===== config.mk =====
export PLATFORM = sky130hd
export DESIGN_NAME = dsss_rx_acq_seq
export DESIGN_NICKNAME = d
export VERILOG_FILES = /design/src/rtl/rxacq_pkg.sv /design/src/rtl/rxacq_cca.sv /design/src/rtl/rxacq_pattern.sv /design/src/rtl/rxacq_sfd_timer.sv /design/src/rtl/dsss_rx_acq_seq.sv
export SDC_FILE = /design/constraint.sdc
export NUM_CORES = 1
export LEC_CHECK = 0
export BUFFER_PORTS_ARGS = -buffer_cell sky130_fd_sc_hd__buf_4
export CAP_MARGIN = 20
export CORE_MARGIN = 2
export CORE_UTILIZATION = 38
export CTS_CLUSTER_SIZE = 14
export DETAILED_ROUTE_END_ITERATION = 12
export GPL_ROUTABILITY_DRIVEN = 1
export GPL_TIMING_DRIVEN = 0
export HOLD_SLACK_MARGIN = 0.15
export MAX_ROUTING_LAYER = met4
export PLACE_DENSITY = 0.58
export SLEW_MARGIN = 30
export SYNTH_ARGS = -nofsm -noshare
export SYNTH_HDL_FRONTEND = slang
export SYNTH_SLANG_ARGS = --single-unit
export TNS_END_PERCENT = 5

===== constraint.sdc =====
create_clock -name clk -period 1.35 [get_ports clk]
set_input_delay 0.0675 -clock clk [delete_from_list [all_inputs] [get_ports clk]]
set_output_delay 0.0675 -clock clk [all_outputs]
set_load 0.1 [all_outputs]

===== src/rtl/rxacq_pkg.sv =====
package rxacq_pkg;

   typedef enum logic [2:0] {
      ST_IDLE   = 3'd0,
      ST_SEARCH = 3'd1,
      ST_WSFD   = 3'd2,
      ST_WCRC   = 3'd3,
      ST_READY  = 3'd4
   } rx_state_e;

   typedef enum logic [1:0] {
      PD_NONE = 2'd0,
      PD_CS1  = 2'd1,
      PD_CS2  = 2'd2
   } pend_e;

   typedef struct packed {
      logic       spare;
      logic       ant_hi;
      logic [1:0] cca_sel;
      logic       rdy_at_sfd;
      logic [1:0] tmo_sel;
      logic       cs2_only;
   } rx_cfg_t;

   localparam int CFG_W = $bits(rx_cfg_t);

endpackage


===== src/rtl/rxacq_cca.sv =====
module rxacq_cca #(
   parameter bit REG_OUT = 1'b1
) (
   input  logic       clk,
   input  logic       rst_n,
   input  logic [1:0] sel,
   input  logic       ed,
   input  logic       cs1,
   input  logic       cs2,
   output logic       cca
);
   logic any_cs;
   logic cca_raw;

   assign any_cs = cs1 | cs2;

   always_comb begin
      unique case (sel)
         2'b00:   cca_raw = ed;
         2'b01:   cca_raw = any_cs;
         2'b10:   cca_raw = ed & any_cs;
         default: cca_raw = cs2;
      endcase
   end

   generate
      if (REG_OUT) begin : g_reg
         logic cca_q;
         always_ff @(posedge clk) begin
            if (!rst_n) cca_q <= 1'b0;
            else        cca_q <= cca_raw;
         end
         assign cca = cca_q;
      end else begin : g_comb
         assign cca = cca_raw;
      end
   endgenerate
endmodule


===== src/rtl/rxacq_pattern.sv =====
module rxacq_pattern
   import rxacq_pkg::*;
(
   input  logic clk,
   input  logic rst_n,
   input  logic active,
   input  logic cs2_only,
   input  logic cs1,
   input  logic cs2,
   output logic hit
);
   pend_e pend, pend_nx;

   always_comb begin
      hit     = 1'b0;
      pend_nx = pend;
      if (!active) begin
         pend_nx = PD_NONE;
      end else if (cs2) begin
         if (pend == PD_CS2 || (pend == PD_CS1 && !cs2_only)) begin
            hit     = 1'b1;
            pend_nx = PD_NONE;
         end else begin
            pend_nx = PD_CS2;
         end
      end else if (cs1) begin
         pend_nx = cs2_only ? PD_NONE : PD_CS1;
      end
   end

   always_ff @(posedge clk) begin
      if (!rst_n) pend <= PD_NONE;
      else        pend <= pend_nx;
   end
endmodule


===== src/rtl/rxacq_sfd_timer.sv =====
module rxacq_sfd_timer #(
   parameter int LIM0 = 56,
   parameter int LIM1 = 64,
   parameter int LIM2 = 128,
   parameter int LIM3 = 144
) (
   input  logic       clk,
   input  logic       rst_n,
   input  logic       run,
   input  logic       tick,
   input  logic [1:0] sel,
   output logic       expire
);
   localparam int M01  = (LIM0 > LIM1) ? LIM0 : LIM1;
   localparam int M23  = (LIM2 > LIM3) ? LIM2 : LIM3;
   localparam int LMAX = (M01 > M23) ? M01 : M23;
   localparam int CW   = $clog2(LMAX + 1);

   generate
      if (LIM0 < 1 || LIM1 < 1 || LIM2 < 1 || LIM3 < 1) begin : g_bad_lim
         $error("rxacq_sfd_timer: every timeout limit must be at least one tick");
      end
   endgenerate

   logic [CW-1:0] cnt;
   logic [CW-1:0] lim;

   always_comb begin
      unique case (sel)
         2'b00:   lim = CW'(LIM0);
         2'b01:   lim = CW'(LIM1);
         2'b10:   lim = CW'(LIM2);
         default: lim = CW'(LIM3);
      endcase
   end

   assign expire = run & tick & (cnt == lim - 1'b1);

   always_ff @(posedge clk) begin
      if (!rst_n || !run) cnt <= '0;
      else if (tick)      cnt <= cnt + 1'b1;
   end
endmodule


===== src/rtl/dsss_rx_acq_seq.sv =====
module dsss_rx_acq_seq
   import rxacq_pkg::*;
#(
   parameter int TMO_LIM0 = 56,
   parameter int TMO_LIM1 = 64,
   parameter int TMO_LIM2 = 128,
   parameter int TMO_LIM3 = 144,
   parameter bit CCA_REG  = 1'b1
) (
   input  logic       clk,
   input  logic       rst_n,
   input  logic       rx_en_i,
   input  logic [7:0] cfg_i,
   input  logic       cs1_i,
   input  logic       cs2_i,
   input  logic       ed_i,
   input  logic       sfd_i,
   input  logic       crc_ok_i,
   input  logic       crc_bad_i,
   input  logic       us_tick_i,
   input  logic       eop_i,
   output logic       cca_o,
   output logic       acq_o,
   output logic       md_rdy_o,
   output logic       sfd_tmo_o,
   output logic       ant_sel_o
);
   generate
      if (CFG_W != 8) begin : g_bad_cfg
         $error("dsss_rx_acq_seq: configuration record must be one byte");
      end
   endgenerate

   rx_cfg_t   cfg_q;
   rx_state_e st, st_nx;
   logic      cfg_open;
   logic      hit;
   logic      expire;
   logic      tmo_q;

   assign cfg_open = (st == ST_IDLE) || (st == ST_SEARCH);

   always_ff @(posedge clk) begin
      if (!rst_n)        cfg_q <= '0;
      else if (cfg_open) cfg_q <= rx_cfg_t'(cfg_i);
   end

   rxacq_cca #(.REG_OUT(CCA_REG)) u_cca (
      .clk   (clk),
      .rst_n (rst_n),
      .sel   (cfg_q.cca_sel),
      .ed    (ed_i),
      .cs1   (cs1_i),
      .cs2   (cs2_i),
      .cca   (cca_o)
   );

   rxacq_pattern u_pat (
      .clk      (clk),
      .rst_n    (rst_n),
      .active   (st == ST_SEARCH),
      .cs2_only (cfg_q.cs2_only),
      .cs1      (cs1_i),
      .cs2      (cs2_i),
      .hit      (hit)
   );

   rxacq_sfd_timer #(
      .LIM0 (TMO_LIM0),
      .LIM1 (TMO_LIM1),
      .LIM2 (TMO_LIM2),
      .LIM3 (TMO_LIM3)
   ) u_tmr (
      .clk    (clk),
      .rst_n  (rst_n),
      .run    (st == ST_WSFD),
      .tick   (us_tick_i),
      .sel    (cfg_q.tmo_sel),
      .expire (expire)
   );

   always_comb begin
      st_nx = st;
      unique case (st)
         ST_IDLE:   st_nx = ST_SEARCH;
         ST_SEARCH: if (hit) st_nx = ST_WSFD;
         ST_WSFD: begin
            if (sfd_i)       st_nx = cfg_q.rdy_at_sfd ? ST_READY : ST_WCRC;
            else if (expire) st_nx = ST_SEARCH;
         end
         ST_WCRC: begin
            if (crc_bad_i)     st_nx = ST_SEARCH;
            else if (crc_ok_i) st_nx = ST_READY;
         end
         ST_READY:  if (eop_i) st_nx = ST_SEARCH;
         default:   st_nx = ST_IDLE;
      endcase
      if (!rx_en_i) st_nx = ST_IDLE;
   end

   always_ff @(posedge clk) begin
      if (!rst_n) begin
         st    <= ST_IDLE;
         tmo_q <= 1'b0;
      end else begin
         st    <= st_nx;
         tmo_q <= (st == ST_WSFD) && rx_en_i && !sfd_i && expire;
      end
   end

   assign acq_o     = (st == ST_WSFD) || (st == ST_WCRC) || (st == ST_READY);
   assign md_rdy_o  = (st == ST_READY);
   assign sfd_tmo_o = tmo_q;
   assign ant_sel_o = (st != ST_IDLE) && cfg_q.ant_hi;
endmodule


==> impl_metrics.json <==
{
  "cts_buffers": 3,
  "holdCritPathClass": "in2reg",
  "drcViolationCount": 0,
  "peakVddDrop_uv": 666,
  "min_to": "st[2]",
  "finish.net_count": 201,
  "yosys.area.top_type": "dfxtp_1",
  "maxSlewViolCount": 0,
  "syn_nets": 152,
  "whs_ns": 0.235,
  "die_h_um": 57.7,
  "clk_pin_slew_ns": 0.12,
  "synth.distinct_cells": 36,
  "final_cell_count_no_fill": 211,
  "clock-sinks": 22,
  "cap_violations": 0,
  "worstReg2RegStart": "st[2]",
  "area_delta_synth_final_pct": 54.7,
  "worst_slack_ns": -0.0437,
  "ys_ff_latch": 22,
  "period_needed_ns": 1.39,
  "num_rows": 19,
  "synthesis.area_um2": 1090,
  "wire_per_inst_um": 13.3,
  "viasPerCell": 5.17,
  "worstSetupPathType": "reg2out",
  "worst_clock_skew_ns": 0.00561,
  "synth_warnings": 0,
  "rrSetupSlack_ns": 0.03,
  "rr_worst_depth": 4,
  "first_global_vias": 1159,
  "max_slew_margin": 0.731,
  "clk_latency_ns": 0.31,
  "grt_first_pass_wirelength_mm": 4.81,
  "syn_area_per_cell_um2": 8.29,
  "cp-end-kind": "output pin",
  "clock_path_buffers": 2,
  "violations": "setup timing",
  "status": "finished with violations",
  "pwr_density_cell_nw_per_um2": 843,
  "synth_cells": 132,
  "via_count": 1090,
  "cts-root-buf": "clkbuf_4",
  "min_period_over_period": 1.03,
  "ys_seq_area_frac": 0.402,
  "start_kind": "register",
  "cts_tree": "done",
  "worstPathArrival_ns": 1.33,
  "grt_overflow": 0,
  "fmax_mhz": 718,
  "io_pins": 24,
  "htreeDepth": 1,
  "dr.pass1.iters": 4,
  "critPathRequiredTime_ns": 1.28,
  "post-place-ws_ns": -0.0342,
  "rsz0062_at_grt": "yes",
  "synth_top_area_frac": 0.402,
  "track_usage": 0.191,
  "max_slew.worst_pin.slew_ns": 0.403,
  "diodes": 0,
  "grt_max_degree": 14,
  "postRouteAntennaNets": 0,
  "start_util": 0.397,
  "setup_viol": 3,
  "critPathMaxFanout": 5,
  "fillers": 237,
  "portBuffers": 22,
  "hp-start": "sfd_i",
  "die-area_um2": 3330,
  "first_iter_violations": 26,
  "p_leak_nw": 0.664,
  "hpwl_mm": 1.84,
  "core_area_um2": 2760,
  "placed_cells": 185,
  "synth_area_leaders": "dfxtp_1 40%, nand2_1 6.2%, nor2_1 6.2%",
  "drive_above_1_share": 0.328,
  "hold_path_depth": 5,
  "gp_congestion": 0.797,
  "hold_violations": 0,
  "die_w_um": 57.7,
  "routed_wl_mm": 2.80,
  "antenna_found_initial": 0,
  "timing.rr.end": "st[0]"
}
final cells by class:
type / instances / area (µm²) / area share
plain buffers: 5 / 42.5 / 0.0251
clock buffers: 3 / 22.5 / 0.0133
clock inverters: 1 / 30.0 / 0.0177
inverters: 5 / 18.8 / 0.0111
multi-input cells: 100 / 677 / 0.400
flip-flops and latches: 22 / 454 / 0.268
well taps: 31 / 38.8 / 0.0229
repair buffers: 44 / 410 / 0.242
through the flow:
step / total power [mW] / util / area (µm²) / TNS, ns
final: 1.43 / 0.614 / 1690 / -0.0816
after global routing: 1.49 / 0.614 / 1690 / -0.376
after CTS: 1.42 / 0.586 / 1620 / -0.113
after detailed placement: 0.866 / 0.471 / 1300 / -0.0342
after global placement: 0.863 / 0.471 / 1300 / -0.0216
after floorplan: 0.796 / - / 1100 / -0.0486
sequential cells by signal, summed over array words and instances (netlist names):
name	flops
u_pat.pend	2
u_cca.cca	1
u_tmr.cnt	8
cfg_q	7
sfd_tmo_o	1
st	3
repair_timing:
item / in CTS / in global routing
endpoints found under the setup margin: 5 / 5
buffers inserted: 3 / 2
resized for setup: 22 / 14
pin swaps: 1 / 1
hold buffers: 17 / 0
endpoints found under the hold margin: 17 / 0
layout by cell type (no fill, tap or decap), types with 4 or more instances in the layout:
cell type and n:
dfxtp_2 5, buf_4 24, a21boi_0 7, o21ai_0 11, dlygate4sd3_1 17, a21oi_1 6, xor2_1 4, dfxtp_1 15
nand2_1 16, nor2_1 18
power by group:
| group | total (mW) | internal (mW) | switching (mW) |
|---|---|---|---|
| sequential | 0.683 | 0.666 | 0.0165 |
| combinational | 0.234 | 0.123 | 0.112 |
| clock | 0.511 | 0.300 | 0.211 |
| total | 1.43 | 1.09 | 0.339 |
critical path, stage by stage, from the launching register on:
cell and delay, ns:
dfxtp_4 0.39, buf_6 0.13, o31a_4 0.33, buf_12 0.17
cell families (layout without fill, tap and decap cells):
family,count (synthesis),count (layout),share of synthesized area
buf+inv,10,58,0.0388
simple gates,56,56,0.256
fa+ha+maj,2,2,0.0206
flops,22,22,0.402
xor+xnor,8,8,0.0640
compound gates,33,33,0.209
mux,1,1,0.00914
worst max-delay path by stage:
stage	cells past startpoint	startpoint	to
3_3_place_gp	5	st[1]	st[0]
4_1_cts	3	st[1]	ant_sel_o
6_report	3	st[1]	ant_sel_o
2_1_floorplan	4	st[1]	acq_o
5_1_grt	5	st[1]	acq_o
3_5_place_dp	5	st[1]	st[0]
layer usage:
layer,global-route usage,vias up,wire length (µm)
li1,-,553,-
met3,0.0379,4,108
met1,0.204,509,1180
met4,0.0797,0,34
met5,-,-,0
met2,0.341,24,1480
cell usage after synthesis, drive strengths merged:
cell type / count
xnor2: 3
nand3: 1
o21ai: 11
nor4: 1
nor2: 19
a221oi: 1
a21oi: 7
dfxtp: 22
nand2: 18
and2: 1
o2111ai: 1
o32ai: 1
a2111oi: 1
nand4: 3
nor4bb: 1
mux2i: 1
and4b: 1
and3: 1
ha: 1
o311a: 1
maj3: 1
nor3b: 1
a21boi: 7
o22ai: 2
nand2b: 3
inv: 5
nand3b: 2
o31a: 1
nor3: 2
xor2: 5
or3: 1
buf: 4
and2b: 1
clkbuf: 1
(Power assumes the default switching activity.)
